===== src/rtl/quad_dispatch_pkg.sv =====
package quad_dispatch_pkg;
   localparam int FRAGS_PER_QUAD = 4;

   function automatic int idx_width(input int n);
      return (n > 1) ? $clog2(n) : 1;
   endfunction
endpackage


===== src/rtl/qd_credit_ctr.sv =====
module qd_credit_ctr #(
   parameter int CREDITS = 4
) (
   input  logic clk,
   input  logic rst_n,
   input  logic take,
   input  logic give,
   output logic has_credit
);
   localparam int CW = $clog2(CREDITS + 1);
   logic [CW-1:0] level;

   always_ff @(posedge clk) begin
      if (!rst_n)
         level <= CW'(CREDITS);
      else if (take && !give)
         level <= level - 1'b1;
      else if (give && !take && level != CW'(CREDITS))
         level <= level + 1'b1;
   end

   assign has_credit = (level != '0);
endmodule


===== src/rtl/qd_pick.sv =====
module qd_pick #(
   parameter int NUM_UNITS = 4,
   parameter int IDX_W     = 2
) (
   input  logic [IDX_W-1:0]     start,
   input  logic [NUM_UNITS-1:0] eligible,
   output logic                 found,
   output logic [IDX_W-1:0]     target
);
   generate
      if (NUM_UNITS == 1) begin : g_single
         assign found  = eligible[0];
         assign target = '0;
      end else begin : g_scan
         always_comb begin
            found  = 1'b0;
            target = start;
            for (int k = NUM_UNITS - 1; k >= 0; k--) begin
               int cand;
               cand = int'(start) + k;
               if (cand >= NUM_UNITS) cand = cand - NUM_UNITS;
               if (eligible[cand]) begin
                  found  = 1'b1;
                  target = IDX_W'(cand);
               end
            end
         end
      end
   endgenerate
endmodule


===== src/rtl/qd_run_track.sv =====
module qd_run_track #(
   parameter int NUM_UNITS = 4,
   parameter int IDX_W     = 2,
   parameter int RUN_FRAGS = 128,
   parameter int SEQ_W     = 8
) (
   input  logic             clk,
   input  logic             rst_n,
   input  logic             sticky_mode,
   input  logic             fire,
   input  logic [IDX_W-1:0] target,
   output logic [IDX_W-1:0] start,
   output logic [SEQ_W-1:0] seq
);
   import quad_dispatch_pkg::*;
   localparam int CNT_W = $clog2(RUN_FRAGS + 1) + 1;

   logic [CNT_W-1:0] run_cnt, base, nxt, limit;
   logic [IDX_W-1:0] after_target;

   always_comb begin
      base  = (target == start) ? run_cnt : '0;
      nxt   = base + CNT_W'(FRAGS_PER_QUAD);
      limit = sticky_mode ? CNT_W'(RUN_FRAGS) : CNT_W'(FRAGS_PER_QUAD);
      after_target = (int'(target) == NUM_UNITS - 1) ? '0 : target + 1'b1;
   end

   always_ff @(posedge clk) begin
      if (!rst_n) begin
         start   <= '0;
         run_cnt <= '0;
         seq     <= '0;
      end else if (fire) begin
         seq <= seq + 1'b1;
         if (nxt >= limit) begin
            start   <= after_target;
            run_cnt <= '0;
         end else begin
            start   <= target;
            run_cnt <= nxt;
         end
      end
   end
endmodule


===== src/rtl/quad_dispatch.sv =====
module quad_dispatch #(
   parameter int NUM_UNITS = 4,
   parameter int CREDITS   = 4,
   parameter int RUN_FRAGS = 128,
   parameter int DATA_W    = 32,
   parameter int SEQ_W     = 8
) (
   input  logic                 clk,
   input  logic                 rst_n,
   input  logic                 sticky_mode,
   input  logic                 in_valid,
   output logic                 in_ready,
   input  logic [DATA_W-1:0]    in_data,
   output logic [NUM_UNITS-1:0] out_valid,
   input  logic [NUM_UNITS-1:0] out_ready,
   output logic [DATA_W-1:0]    out_data,
   output logic [SEQ_W-1:0]     out_seq,
   input  logic [NUM_UNITS-1:0] unit_retire
);
   import quad_dispatch_pkg::*;
   localparam int IDX_W = idx_width(NUM_UNITS);

   generate
      if (NUM_UNITS < 1)                       begin : g_chk_units $error("NUM_UNITS must be >= 1"); end
      if (CREDITS < 1)                         begin : g_chk_cred  $error("CREDITS must be >= 1"); end
      if (RUN_FRAGS < FRAGS_PER_QUAD ||
          (RUN_FRAGS % FRAGS_PER_QUAD) != 0)   begin : g_chk_run   $error("RUN_FRAGS must be a positive multiple of 4"); end
      if (SEQ_W < 1)                           begin : g_chk_seq   $error("SEQ_W must be >= 1"); end
   endgenerate

   logic [NUM_UNITS-1:0] unit_has_credit;
   logic [NUM_UNITS-1:0] take;
   logic [IDX_W-1:0]     start, target;
   logic                 found, fire;

   genvar u;
   generate
      for (u = 0; u < NUM_UNITS; u++) begin : g_unit
         qd_credit_ctr #(.CREDITS(CREDITS)) u_cred (
            .clk        (clk),
            .rst_n      (rst_n),
            .take       (take[u]),
            .give       (unit_retire[u]),
            .has_credit (unit_has_credit[u])
         );
         assign out_valid[u] = in_valid && found && (int'(target) == u);
         assign take[u]      = fire && (int'(target) == u);
      end
   endgenerate

   qd_pick #(.NUM_UNITS(NUM_UNITS), .IDX_W(IDX_W)) u_pick (
      .start    (start),
      .eligible (unit_has_credit),
      .found    (found),
      .target   (target)
   );

   qd_run_track #(
      .NUM_UNITS (NUM_UNITS),
      .IDX_W     (IDX_W),
      .RUN_FRAGS (RUN_FRAGS),
      .SEQ_W     (SEQ_W)
   ) u_run (
      .clk         (clk),
      .rst_n       (rst_n),
      .sticky_mode (sticky_mode),
      .fire        (fire),
      .target      (target),
      .start       (start),
      .seq         (out_seq)
   );

   assign in_ready = found && out_ready[target];
   assign fire     = in_valid && in_ready;
   assign out_data = in_data;
endmodule


===== config.mk =====
export PLATFORM = sky130hd
export DESIGN_NAME = quad_dispatch
export DESIGN_NICKNAME = d
export VERILOG_FILES = /design/src/rtl/quad_dispatch_pkg.sv /design/src/rtl/qd_credit_ctr.sv /design/src/rtl/qd_pick.sv /design/src/rtl/qd_run_track.sv /design/src/rtl/quad_dispatch.sv
export SDC_FILE = /design/constraint.sdc
export NUM_CORES = 1
export LEC_CHECK = 0
export ABC_AREA = 1
export BUFFER_PORTS_ARGS = -buffer_cell sky130_fd_sc_hd__buf_2
export CAP_MARGIN = 20
export CORE_ASPECT_RATIO = 1.75
export CORE_UTILIZATION = 41
export CTS_BUF_LIST = sky130_fd_sc_hd__clkbuf_8
export DETAILED_ROUTE_END_ITERATION = 8
export PLACE_DENSITY = 0.76
export SYNTH_ARGS = -nofsm -noshare
export SYNTH_HDL_FRONTEND = slang
export SYNTH_SLANG_ARGS = --single-unit

===== constraint.sdc =====
create_clock -name clk -period 2.6 [get_ports clk]
set_input_delay 0.13 -clock clk [delete_from_list [all_inputs] [get_ports clk]]
set_output_delay 0.13 -clock clk [all_outputs]
set_load 0.03 [all_outputs]

* Yosys cells after proc, flatten, opt, wreduce, memory -nomap -nowiden *
Index checks and enable logic that the tools add are counted.

word-level totals
  bits in registers = 31
  bits in latches = 0
  RAM bits = 0
  memory bits (read-only) = 0
  bits of input ports = 44
  output and inout port bits = 45
  word-level logic and storage cells = 122
  memories = 0

operators by class
  $add $sub $neg = 18
  multipliers = 0
  divide/modulo/power cells = 0
  order comparisons = 10
  eq/ne operators = 8
  shifts and indexed selects = 0
  mux-type cells = 39
  bitwise gates (word level) = 0
  reductions and logical operators = 40

operators by type and width
  cell                   count
  $lt 32x4->1 const B    4
  $mux 32                4
  $ge 32x4->1 const B    3
  $sub 32x4->32 const B  3
  $mux 3                 8
  $logic_and 1x1->1      23
  $mux 9                 2
  $mux 1                 13
  $add 3x1->3 const B    4
  $mux 2                 6
  $ne 3x3->1 const B     4
  $reduce_bool 3->1      4
  $sub 3x1->3 const B    4
  $bmux 1 s2             5
  $add 9x3->9 const B    1
  $ge 9x9->1             1
  $add 8x1->8 const B    1
  $logic_not 1->1        8
  $mux 8                 1
  $reduce_bool 2->1      4
  $add 2x2->3 const B    2
  $eq 2x2->1 const B     2
  $sub 2x3->4 const B    1
  $add 2x1->3 const B    1
  6 further kinds        6

* Depth between registers and ports, before layout *
Gate-level depths: netlist of run 1.

  depth after elaboration = 20
  mapped depth = 28
  gate-level depth less buffers = 27

* Cells and area by module *
Synthesis of run 1 repeated with hierarchy kept, for this count alone.

unflattened totals
  cell total of the unflattened synthesis = 451
  area, all modules = 2708.8 µm²

modules (own cells, without submodules)
  module         instances  cells an instance  area an instance (µm²)  seq. area each (µm²)
  qd_run_track   1          171                1189.9                  380.4
  qd_credit_ctr  4          42                 231.5                   60.1
  quad_dispatch  1          59                 359.1                   0.0
  qd_pick        1          53                 234.0                   0.0

* Worst setup path after synthesis of run 1 *
No wires, ideal clock.

  path type = register -> register
  from = register u_run.start[0]
  to = register u_run.start[0]
  setup time = 109 ps
  arrival = 2531 ps
  data required time = 2491 ps
  path slack = -40 ps
  stages on the path, launching flop included = 29
  path buffers = 1
  period minus slack after synthesis = 2640 ps
  path through = dfxtp_1 > buf_6 > inv_6 > nand2_1 > nand2_1 > nand3_1 > nand2_1 > nor2_1 > nand2_1 > nand2_1 > nand3_1 > nand2_1 > inv_2 > nand2_1 > nor2_1 > ha_1 > nand2_1 > inv_1 > nand4_1 > inv_1 > nand2_1 > nand2_1 > nand2_1 > nor2_4 > nand2_2 > nand2_1 > nand3_1 > nand2_1 > inv_1

between the ends
  cells in the longest elaborated chain, start to end = 15
  elaborated cells between the ends (all ways) = 47
  classes of those cells = add/sub: 9; order compare: 5; eq/ne: 2; mux: 29; reduce/logical: 2

ends and longest elaborated chain
  what                                          RTL line            RTL
  from (decl)                                   qd_run_track.sv:12  output logic [IDX_W-1:0] start,
  from (signal assigned)                        qd_run_track.sv:36  start <= after_target;
  from (signal assigned)                        qd_run_track.sv:39  start <= target;
  $add 2x2->3                                   qd_pick.sv:20       cand = int'(start) + k;
  $sub 32x4->32 or $ge 32x4->1 (tied branches)  qd_pick.sv:21       if (cand >= NUM_UNITS) cand = cand - NUM_UNITS;
  $mux 32                                       qd_pick.sv:21
  $bmux 1 s2                                    qd_pick.sv:22       if (eligible[cand]) begin
  $mux 1 (not written as such) (2 in a row)     qd_pick.sv:22
  $mux 2 (4 in a row)                           qd_pick.sv:22
  $eq 2x2->1                                    qd_run_track.sv:22  base = (target == start) ? run_cnt : '0;
  $mux 9                                        qd_run_track.sv:22
  $add 9x3->9                                   qd_run_track.sv:23  nxt = base + CNT_W'(FRAGS_PER_QUAD);
  $ge 9x9->1                                    qd_run_track.sv:35  if (nxt >= limit) begin
  $mux 2                                        qd_run_track.sv:35

Parallel ways exist; a longest one is shown, timed or not. The select of a mux whose other input is x is not followed.
A chain may end at the register's enable or synchronous reset.

* Worst setup path in the final report of run 1 *
  from = register g_unit[3].u_cred.level[0]
  to = register u_run.start[1]

between the ends
  cells in the longest elaborated chain, start to end = 13
  elaborated cells between the ends (all ways) = 33
  classes of those cells = add/sub: 2; order compare: 1; eq/ne: 2; mux: 25; reduce/logical: 3

ends and longest elaborated chain
  what                                       RTL line             RTL
  from (decl)                                qd_credit_ctr.sv:11  logic [CW-1:0] level;
  from (signal assigned)                     qd_credit_ctr.sv:15  level <= CW'(CREDITS);
  from (signal assigned)                     qd_credit_ctr.sv:17  level <= level - 1'b1;
  from (signal assigned)                     qd_credit_ctr.sv:19  level <= level + 1'b1;
  $reduce_bool 3->1 *                        qd_credit_ctr.sv:22  assign has_credit = (level != '0);
  $bmux 1 s2                                 qd_pick.sv:22
  $mux 1 (not written as such) (2 in a row)  qd_pick.sv:22
  $mux 2 (4 in a row)                        qd_pick.sv:22
  $eq 2x2->1                                 qd_run_track.sv:22
  $mux 9                                     qd_run_track.sv:22
  $add 9x3->9                                qd_run_track.sv:23
  $ge 9x9->1                                 qd_run_track.sv:35
  $mux 2                                     qd_run_track.sv:35

Mark *: on every way between the ends. The rest lies on a longest branch, timed or not. The select of a mux whose other input is x is not followed.

==> metrics.md, run 1 <==
| Metric | Value |
|---|---|
| Status | finished, violations left |
| Failing checks | setup timing |
| Final Setup Violations | 30 |
| Yosys cell types | 33 |
| Hold Path Class | primary input to flip-flop |
| Largest net degree at the start of global routing | 24 |
| IO Port Bufs | 24 |
| EDFF count, synth | 0 |
| Met2 usage | 43.7% |
| FF/Latch Area | 637 um2 |
| Placed insts | 495 |
| Total design power | 4.05 mW |
| Placed Area | 0.00288 mm2 |
| Met1 global-route usage | 23.4% |
| Synth-to-layout area growth | 43.1% |
| CP max stage delay | 340 ps |
| Final Net Count | 503 |
| Die Y | 105 um |
| Rel. slew slack | 69.1% |
| Max cap viols | 0 |
| RSZ-0062 raised after global routing | yes |
| Vias in the first global route | 2889 |
| Clock-pin slew of the registers on the worst-case setup and hold paths | 70 ps |
| Final non-filler cell total | 526 |
| Initial antenna violation count | 0 |
| Gate Count Post-Synth | 376 |
| Area leader, netlist | dfxtp_1 |
| CTS tree | yes |
| ANT nets after route | 0 |
| RD Place Congestion | 1.00 |
| Fmax | 0.328 GHz |
| Ratio of cells with drive above 1 in the final layout | 49.3% |
| GRT Total Usage | 25.5% |
| HPWL after detailed placement | 4920 um |
| Synth Flop Type | dfxtp_1 |
| Htree depth | 2 |
| IR drop worst, VDD | 452 uV |
| Met3 Usage GRT | 6.01% |
| Worst slew pin tran | 463 ps |
| Synth top cells by count | nand2_1 (80), nand3_1 (51), inv_1 (45) |
| CTS Buf Count | 5 |
| Row count | 37 |
| Post-synthesis sequential area ratio | 24.8% |
| Pins over their slew limit | 0 |
| IO Pins | 89 |
| Yosys warning count | 0 |
| Design area | 0.00358 mm2 |
| Multi-input logic area | 0.00180 mm2 |
| DR vias | 2818 |
| Most common cell on crit path | nand2_1 |
| Crit share post-route | 117% |
| Area share of the largest cell type after synthesis | 24.8% |
| Setup ws final | -449 ps |
| Startpoint types | flip-flop |
| DRT Pass-1 Iters | 4 |
| Grt ovf | 0 |
| Final TNS setup | -6870 ps |
| Drt total wl | 8340 um |
| Required @ worst endpoint | 2840 ps |
| Register bit total from synthesis | 31 |
| Hold Fails Final Rpt | 0 |
| Routed WL per cell | 15.9 um |
| Delay-heaviest family, CP | simple AND/OR/NAND/NOR gates |
| Via/cell ratio | 5.36 |
| Remaining DRCs | 0 |
| Synth area leaders | dfxtp_1 (25%), nand2_1 (12%), nand3_1 (10%), buf_4 (9.9%), inv_1 (6.7%) |
| Mapped Avg Cell Area | 6.66 um2 |
| Crit end category | flip-flop |
| Setup WS pre-CTS | -292 ps |
| Clock skew | 7.83 ps |
| 1st-iter DRT viols | 231 |
| Synthesized area | 0.00250 mm2 |
| Root buffer cell | clkbuf_8 |
| Clock sink count | 31 |
| CP arrival | 3290 ps |
| Clock Latency Late Sink | 310 ps |
| Critical Path Slowest Stage Cell | dfxtp_2 |
| # hold bufs at CTS | 0 |
| Minimum clock period | 3050 ps |
| Critical path peak fanout | 6 |
| Diodes inserted | 0 |
| Async set or reset register ratio after synthesis | 0% |
| Post-synthesis net count | 432 |
| Clock Tree Buf Depth | 2 |
| Area of the die | 0.00644 mm2 |
| GR peak layer | met2 |
| Initial Util | 42.6% |
| Total core area | 0.00588 mm2 |
| WP buf/inv | 4 |
| Count leader, synth | nand2_1 |
| Cell leakage power | 1.72 nW |
| Filler cell count | 469 |
| First-pass GRT wire length | 12300 um |
| Pwr/cell area | 1130 mW/mm2 |
| Critical path class | flip-flop to flip-flop |
| Die X-Extent | 61.1 um |
sequential cells by signal, indices dropped and copies added, names as in the netlist:
register	flops
g_unit.u_cred.level	12
u_run.seq	8
u_run.run_cnt	9
u_run.start	2
metal layers:
metal / up-vias / wire length, um
met3: 64 / 446
met4: 0 / 638
li1: 1319 / -
met2: 121 / 4520
met1: 1314 / 2730
met5: - / 0
layout make-up:
class,instances,area share [%]
multi-input cells,252,50.3
repair buffers,102,20.7
clock inverters,3,0.349
clock buffers,5,1.92
inverters,55,6.25
flip-flops and latches,31,17.8
well taps,78,2.72
through the flow:
stage          utilization, %  hold slack (ps)
2_1_floorplan               -              272
3_5_place_dp             48.9              260
5_1_grt                  61.0              260
4_1_cts                  57.1              235
3_3_place_gp             48.9              260
6_report                 61.0              250
what timing repair did:
action,in CTS,in global routing
endpoints found under the setup margin,25,32
gates resized for setup,75,49
pin swaps,39,23
buffers inserted,16,8
power by group:
group          internal (mW)  switching, mW  leakage (nW)
combinational           1.29           1.63          1.41
clock                  0.180          0.192        0.0505
sequential             0.614          0.147         0.256
total                   2.08           1.97          1.72
logic make-up (layout without fill, tap and decap cells):
logic type / Yosys count / count (layout) / share of synthesized area [%]
XOR/XNOR: 3 / 3 / 1.65
buffers and inverters: 93 / 165 / 19.7
AND/OR/NAND/NOR: 201 / 201 / 39.2
adder cells (fa/ha/maj): 12 / 12 / 7.19
AO/OA/AOI/OAI: 36 / 36 / 7.44
flip-flops: 31 / 31 / 24.8
layout by cell type, fill, tap and decap left out, drive strengths merged:
cell    synthesis  final
o21a            2      2
nand3b          5      5
fa              4      4
nand4           9      9
nand2          89     89
dfxtp          31     31
nand3          54     54
xor2            2      2
or2             1      1
clkinv          1      2
xnor2           1      1
inv            54     56
nor4            1      1
a21oi          22     22
nor2           36     36
a31oi           1      1
nor3            5      5
nor3b           1      1
o21ai          11     11
clkbuf          2      8
buf            36     99
ha              8      8
final timing paths:
kind                                     startpoint                                endpoint  slack, ps  cells after the start
min reg2reg           u_run.run_cnt[0]$_SDFFE_PN0N_           u_run.run_cnt[0]$_SDFFE_PN0N_        450                      2
max          g_unit[3].u_cred.level[0]$_SDFFE_PN0P_             u_run.start[1]$_SDFFE_PN0N_       -450                     25
min                                  unit_retire[0]  g_unit[0].u_cred.level[2]$_SDFFE_PN1P_        250                      5
max reg2reg  g_unit[3].u_cred.level[0]$_SDFFE_PN0P_             u_run.start[1]$_SDFFE_PN0N_       -450                     25
tightest hold or removal path, delay by kind of cell:
kind / cells / cell delay (ps)
simple gates: 3 / 250
buf+inv: 2 / 130
No activity file was read; power rests on OpenSTA's default activity.
==> run 2: changes to the inputs <==
- CORE_MARGIN: not set -> 2
- PLACE_DENSITY: 0.76 -> 0.7
==> metrics.md, run 2 (synthesis results as in run 1) <==
| Metric | Value |
|---|---|
| Status | finished, violations left |
| Failing checks | setup timing |
| Diodes inserted | 0 (unchanged) |
| Htree depth | 2 (unchanged) |
| Pwr/cell area | 1180 mW/mm2 (+4.6%) |
| Max FFs per register | 12 (unchanged) |
| Largest net degree at the start of global routing | 24 (unchanged) |
| Hold Fails Final Rpt | 0 (unchanged) |
| DRT Pass-1 Iters | 4 (unchanged) |
| First-pass GRT wire length | 12100 um (-1.6%) |
| Clock sink count | 31 (unchanged) |
| Remaining DRCs | 0 (unchanged) |
| Initial Util | 42.6% (unchanged) |
| IO Port Bufs | 24 (unchanged) |
| Crit share post-route | 122% (+4.6 points) |
| Drt total wl | 8920 um (+7.0%) |
| Minimum clock period | 3170 ps (+120 ps) |
| Fmax | 0.316 GHz (-3.8%) |
| Final Setup Violations | 35 (+17%) |
| Critical path peak fanout | 5 (-1) |
| Ratio of cells with drive above 1 in the final layout | 51.4% (+2.1 points) |
| Row count | 37 (unchanged) |
| Largest Register | g_unit.u_cred.level |
| CTS tree | yes |
| Worst Setup SP | u_run.start[0]$_SDFFE_PN0N_ |
| Setup ws final | -569 ps (-120 ps) |
| Pins over their slew limit | 0 (unchanged) |
| CTS Buf Count | 5 (unchanged) |
| Most frequent cells in the layout | buf_4 (83), nand2_1 (53), inv_1 (42) |
| Placed insts | 495 (unchanged) |
| 1st-iter DRT viols | 213 (-7.8%) |
| Via/cell ratio | 5.46 (+1.8%) |
| RD Place Congestion | 0.952 (-5.2%) |
| Routed WL per cell | 16.6 um (+4.4%) |
| Cells on worst reg2reg path | 20 (-20%) |
| Hold Crit Start | in_data[11] |
| Worst R2R End | g_unit[2].u_cred.level[2]$_SDFFE_PN1P_ |
| Initial antenna violation count | 0 (unchanged) |
| R2R setup slack | -570 ps (-120 ps) |
| Synth-to-layout area growth | 52.3% |
| Clock skew | 7.71 ps (-0.113 ps) |
| Clock Tree Buf Depth | 2 (unchanged) |
| Top flop regs | g_unit.u_cred.level (12), u_run.run_cnt (9), u_run.seq (8) |
| Max cap viols | 0 (unchanged) |
| Clock Latency Late Sink | 310 ps (about the same) |
| Die Y | 107 um (+1.9%) |
| # hold bufs at CTS | 0 (unchanged) |
| Cell leakage power | 1.80 nW (+4.9%) |
| DR vias | 2941 (+4.4%) |
| IR drop worst, VDD | 523 uV (+16%) |
| Critical path class | flip-flop to flip-flop |
| Root buffer cell | clkbuf_8 |
| Final non-filler cell total | 539 (+2.5%) |
| Most common cell after layout, fill and taps aside | buf_4 |
| Die X-Extent | 63.1 um (+3.3%) |
| Rel. slew slack | 64.9% (-4.2 points) |
| IO Pins | 89 (unchanged) |
| Startpoint types | flip-flop |
| Crit end category | flip-flop |
| Worst slew pin tran | 523 ps (+60.2 ps) |
| RSZ-0062 raised after global routing | yes |
| Final TNS setup | -10110 ps (-3240 ps) |
| Worst hold endpoint | out_data[11] |
| Vias in the first global route | 2822 (-2.3%) |
| Total core area | 0.00588 mm2 (unchanged) |
| Final Net Count | 516 (+2.6%) |
| HPWL after detailed placement | 5050 um (+2.7%) |
| Hold Slack | 260 ps (+9.62 ps) |
| Required @ worst endpoint | 2770 ps (-70 ps) |
| Grt ovf | 0 (unchanged) |
| RR Startpoint | u_run.start[0]$_SDFFE_PN0N_ |
| ANT nets after route | 0 (unchanged) |
| Setup WS pre-CTS | -366 ps (-73.9 ps) |
| Total design power | 4.50 mW (+11%) |
| Clock-pin slew of the registers on the worst-case setup and hold paths | 70 ps (about the same) |
| CP arrival | 3330 ps (+40 ps) |
| Area of the die | 0.00678 mm2 (+5.2%) |
| GRT Total Usage | 22.5% (-3.0 points) |
| Min-Delay Path Depth | 0 (-5) |
| Hold Path Class | primary input to output pin |
run 2: changes by cell type in the layout (fill, tap and decap cells not counted), moves of 4 or more:
cell,change
nand2_4,+4
dfxtp_1,+7
buf_4,+11
dfxtp_2,-5
nand2_1,-6
run 2: metrics by stage:
stage	utilization (%)	area (um2)
finish	64.9	3810
global route	64.9	3810
CTS	58.9	3460
detailed placement	48.7	2870
global placement	48.7	2870
floorplan	-	2520
run 2: timing repair:
| item | 4_1_cts | 5_1_grt |
|---|---|---|
| endpoints found under the setup margin | 27 | 30 |
| cloned | 0 | 0 |
| hold endpoints to repair | 0 | 0 |
| pin swaps | 41 | 41 |
| gates resized for setup | 75 | 65 |
| setup buffers | 20 | 17 |
run 2: worst max-delay path, stage by stage (launching register included):
cell and delay, ps:
dfxtp_2 340, buf_6 150, nand2_1 130, nand2_4 110, nand3_2 100, nand2_2 100, nand3_2 70, nand2_2 80
nand2_4 110, xor2_4 180, nand2_1 150, nand3_1 120, nand2_2 140, nand3_4 120, buf_4 170, nor2_4 110
nand2_2 80, fa_2 360, nand3b_1 200, nand3_1 110, nand3_1 80
run 2: worst max path at each step:
| stage | to | slack, ps | depth (start not counted) |
|---|---|---|---|
| after floorplan | u_run.start[0]$_SDFFE_PN0N_ | -6 | 26 |
| after global placement | u_run.start[1]$_SDFFE_PN0N_ | -300 | 28 |
| after detailed placement | u_run.start[1]$_SDFFE_PN0N_ | -370 | 28 |
| after CTS | g_unit[3].u_cred.level[2]$_SDFFE_PN1P_ | -210 | 21 |
| after global routing | g_unit[2].u_cred.level[2]$_SDFFE_PN1P_ | -690 | 20 |
| final | g_unit[2].u_cred.level[2]$_SDFFE_PN1P_ | -570 | 20 |
run 2: cell type report:
| class | count | area, um2 |
|---|---|---|
| fillers | 452 | 2060 |
| multi-input cells | 252 | 1870 |
| repair buffers | 115 | 873 |
| flip-flops and latches | 31 | 623 |
| inverters | 55 | 236 |
| well taps | 78 | 97.6 |
| clock buffers | 5 | 68.8 |
| clock inverters | 3 | 43.8 |
run 2: routing by layer:
metal  vias to the layer above  GRT usage [%]  part of all wire (%)  wire, um
met1                      1378           20.8                    33      2970
met2                       135           41.6                    53      4730
met3                        82           3.97                   5.6       502
met4                         0           19.2                   8.1       719
met5                         -              0                     0         0
li1                       1346              -                     -         -
run 2: power by group:
group          switching (mW)  internal (mW)
combinational            1.80           1.48
clock                   0.213          0.285
sequential              0.128          0.603
total                    2.14           2.36
==> run 3: changes to the inputs <==
- PLACE_DENSITY: 0.7 -> 0.69
- SLEW_MARGIN: not set -> 30
==> metrics.md, run 3 (synthesis results as in run 1) <==
| Metric | Value |
|---|---|
| Hold Slack | 249 ps (-10.8 ps) |
| Row count | 37 (unchanged) |
| RSZ-0062 raised after global routing | yes |
| Area of the die | 0.00678 mm2 (unchanged) |
| Htree depth | 2 (unchanged) |
| Clock Tree Buf Depth | 2 (unchanged) |
| Largest Register | g_unit.u_cred.level |
| Max cap viols | 0 (unchanged) |
| Critical path class | flip-flop to flip-flop |
| Routed WL per cell | 15.4 um (-6.9%) |
| Clock-pin slew of the registers on the worst-case setup and hold paths | 70 ps (about the same) |
| Synth-to-layout area growth | 45.0% |
| Die Y | 107 um (unchanged) |
| Status | finished, violations left |
| First-pass GRT wire length | 11400 um (-5.8%) |
| Cell leakage power | 1.68 nW (-6.6%) |
| CTS tree | yes |
| CTS Buf Count | 5 (unchanged) |
| Total core area | 0.00588 mm2 (unchanged) |
| Root buffer cell | clkbuf_8 |
| Top flop regs | g_unit.u_cred.level (12), u_run.run_cnt (9), u_run.seq (8) |
| Startpoint types | flip-flop |
| Critical path peak fanout | 5 (unchanged) |
| Grt ovf | 0 (unchanged) |
| Rel. slew slack | 68.2% (+3.3 points) |
| Ratio of cells with drive above 1 in the final layout | 48.9% (-2.5 points) |
| Initial Util | 42.6% (unchanged) |
| Die X-Extent | 63.1 um (unchanged) |
| ANT nets after route | 0 (unchanged) |
| RD Place Congestion | 1.03 (+8.3%) |
| Clock sink count | 31 (unchanged) |
| GRT Total Usage | 21.5% (-0.94 points) |
| Via/cell ratio | 5.27 (-3.5%) |
| Diodes inserted | 0 (unchanged) |
| Setup ws final | -318 ps (+251 ps) |
| IO Pins | 89 (unchanged) |
| Placed Area | 0.00289 mm2 (+0.87%) |
| Drt total wl | 8070 um (-9.5%) |
| Remaining DRCs | 0 (unchanged) |
| 1st-iter DRT viols | 150 (-30%) |
| Hold Path Class | primary input to flip-flop |
| Required @ worst endpoint | 2770 ps (about the same) |
| Design area | 0.00363 mm2 (-4.8%) |
| Crit end category | flip-flop |
| Final Net Count | 502 (-2.7%) |
| Pwr/cell area | 1170 mW/mm2 (-1.2%) |
| DR vias | 2760 (-6.2%) |
| Worst slew pin tran | 477 ps (-46.1 ps) |
| CP arrival | 3090 ps (-240 ps) |
| Clock skew | 13.1 ps (+5.36 ps) |
| Crit share post-route | 112% (-9.6 points) |
| HPWL after detailed placement | 4990 um (-1.2%) |
| Failing checks | setup timing |
| Vias in the first global route | 2583 (-8.5%) |
| Initial antenna violation count | 0 (unchanged) |
| Max FFs per register | 12 (unchanged) |
| Pins over their slew limit | 0 (unchanged) |
| IR drop worst, VDD | 523 uV (about the same) |
| Most common cell after layout, fill and taps aside | buf_4 |
| Placed insts | 495 (unchanged) |
| Filler cell count | 504 (+12%) |
| Hold Fails Final Rpt | 0 (unchanged) |
| Largest net degree at the start of global routing | 24 (unchanged) |
| Final non-filler cell total | 524 (-2.8%) |
| Fmax | 0.343 GHz (+8.6%) |
| Most frequent cells in the layout | buf_4 (65), nand2_1 (58), inv_1 (40) |
| Final Setup Violations | 24 (-31%) |
| IO Port Bufs | 24 (unchanged) |
| DRT Pass-1 Iters | 5 (+1) |
| Clock Latency Late Sink | 300 ps (about the same) |
| Minimum clock period | 2920 ps (-251 ps) |
run 3: critical path, stage by stage (launching register included):
cell and delay (ps):
dfxtp_1 380, buf_4 150, nor3_2 50, o21ai_1 190
nand3_1 120, nand2_1 130, nand2_2 100, nand2_4 90
nand2_2 70, inv_1 100, nand3_2 90, nand2_2 120
nand3_4 130, buf_6 160, nor2_8 90, nand2_4 60
fa_2 350, nand3b_1 210, nand3_1 100, nand3_1 70
run 3: final cells by class:
type	count	area, um2	share of cell area, %
multi-input cells	252	1800	49.6
repair buffers	101	795	21.9
flip-flops and latches	31	629	17.3
inverters	55	221	6.10
well taps	78	97.6	2.69
clock buffers	6	82.6	2.27
clock inverters	1	5.00	0.138
run 3: metrics by stage:
stage | utilization (%) | TNS, ps | power [mW] | worst slack (ps)
after floorplan | - | -11.8 | 2.07 | -6.46
after global placement | 49.2 | -2760 | 2.80 | -189
after detailed placement | 49.2 | -4180 | 2.85 | -275
after CTS | 55.6 | -936 | 3.57 | -162
after global routing | 61.8 | -8500 | 4.49 | -468
final | 61.8 | -4510 | 4.24 | -318
run 3: layer usage:
layer	routed length (um)	vias up	global-route usage, %	share of wire [%]
met5	0	-	0	0
met4	435	0	16.7	5.4
met1	2790	1305	19.8	35
met2	4460	98	41.0	55
met3	388	50	3.45	4.8
li1	-	1307	-	-
run 3: power by group:
part | switching [mW] | internal (mW) | total [mW]
registers | 0.133 | 0.606 | 0.739
clock network | 0.197 | 0.208 | 0.404
logic | 1.67 | 1.42 | 3.09
run 3: final timing paths:
check,cells past startpoint,startpoint,end,slack (ps)
worst max-delay path,19,g_unit[3].u_cred.level[1]$_SDFFE_PN0P_,g_unit[1].u_cred.level[2]$_SDFFE_PN1P_,-320
worst min-delay path,5,unit_retire[0],g_unit[0].u_cred.level[2]$_SDFFE_PN1P_,250
worst max register to register,19,g_unit[3].u_cred.level[1]$_SDFFE_PN0P_,g_unit[1].u_cred.level[2]$_SDFFE_PN1P_,-320
worst min register to register,2,u_run.run_cnt[1]$_SDFFE_PN0N_,u_run.run_cnt[1]$_SDFFE_PN0N_,450
run 3: what timing repair did:
action,in CTS,in global routing
pin swaps,26,36
endpoints found under the setup margin,24,29
hold buffers,0,0
buffers inserted,11,12
gates resized for setup,58,73
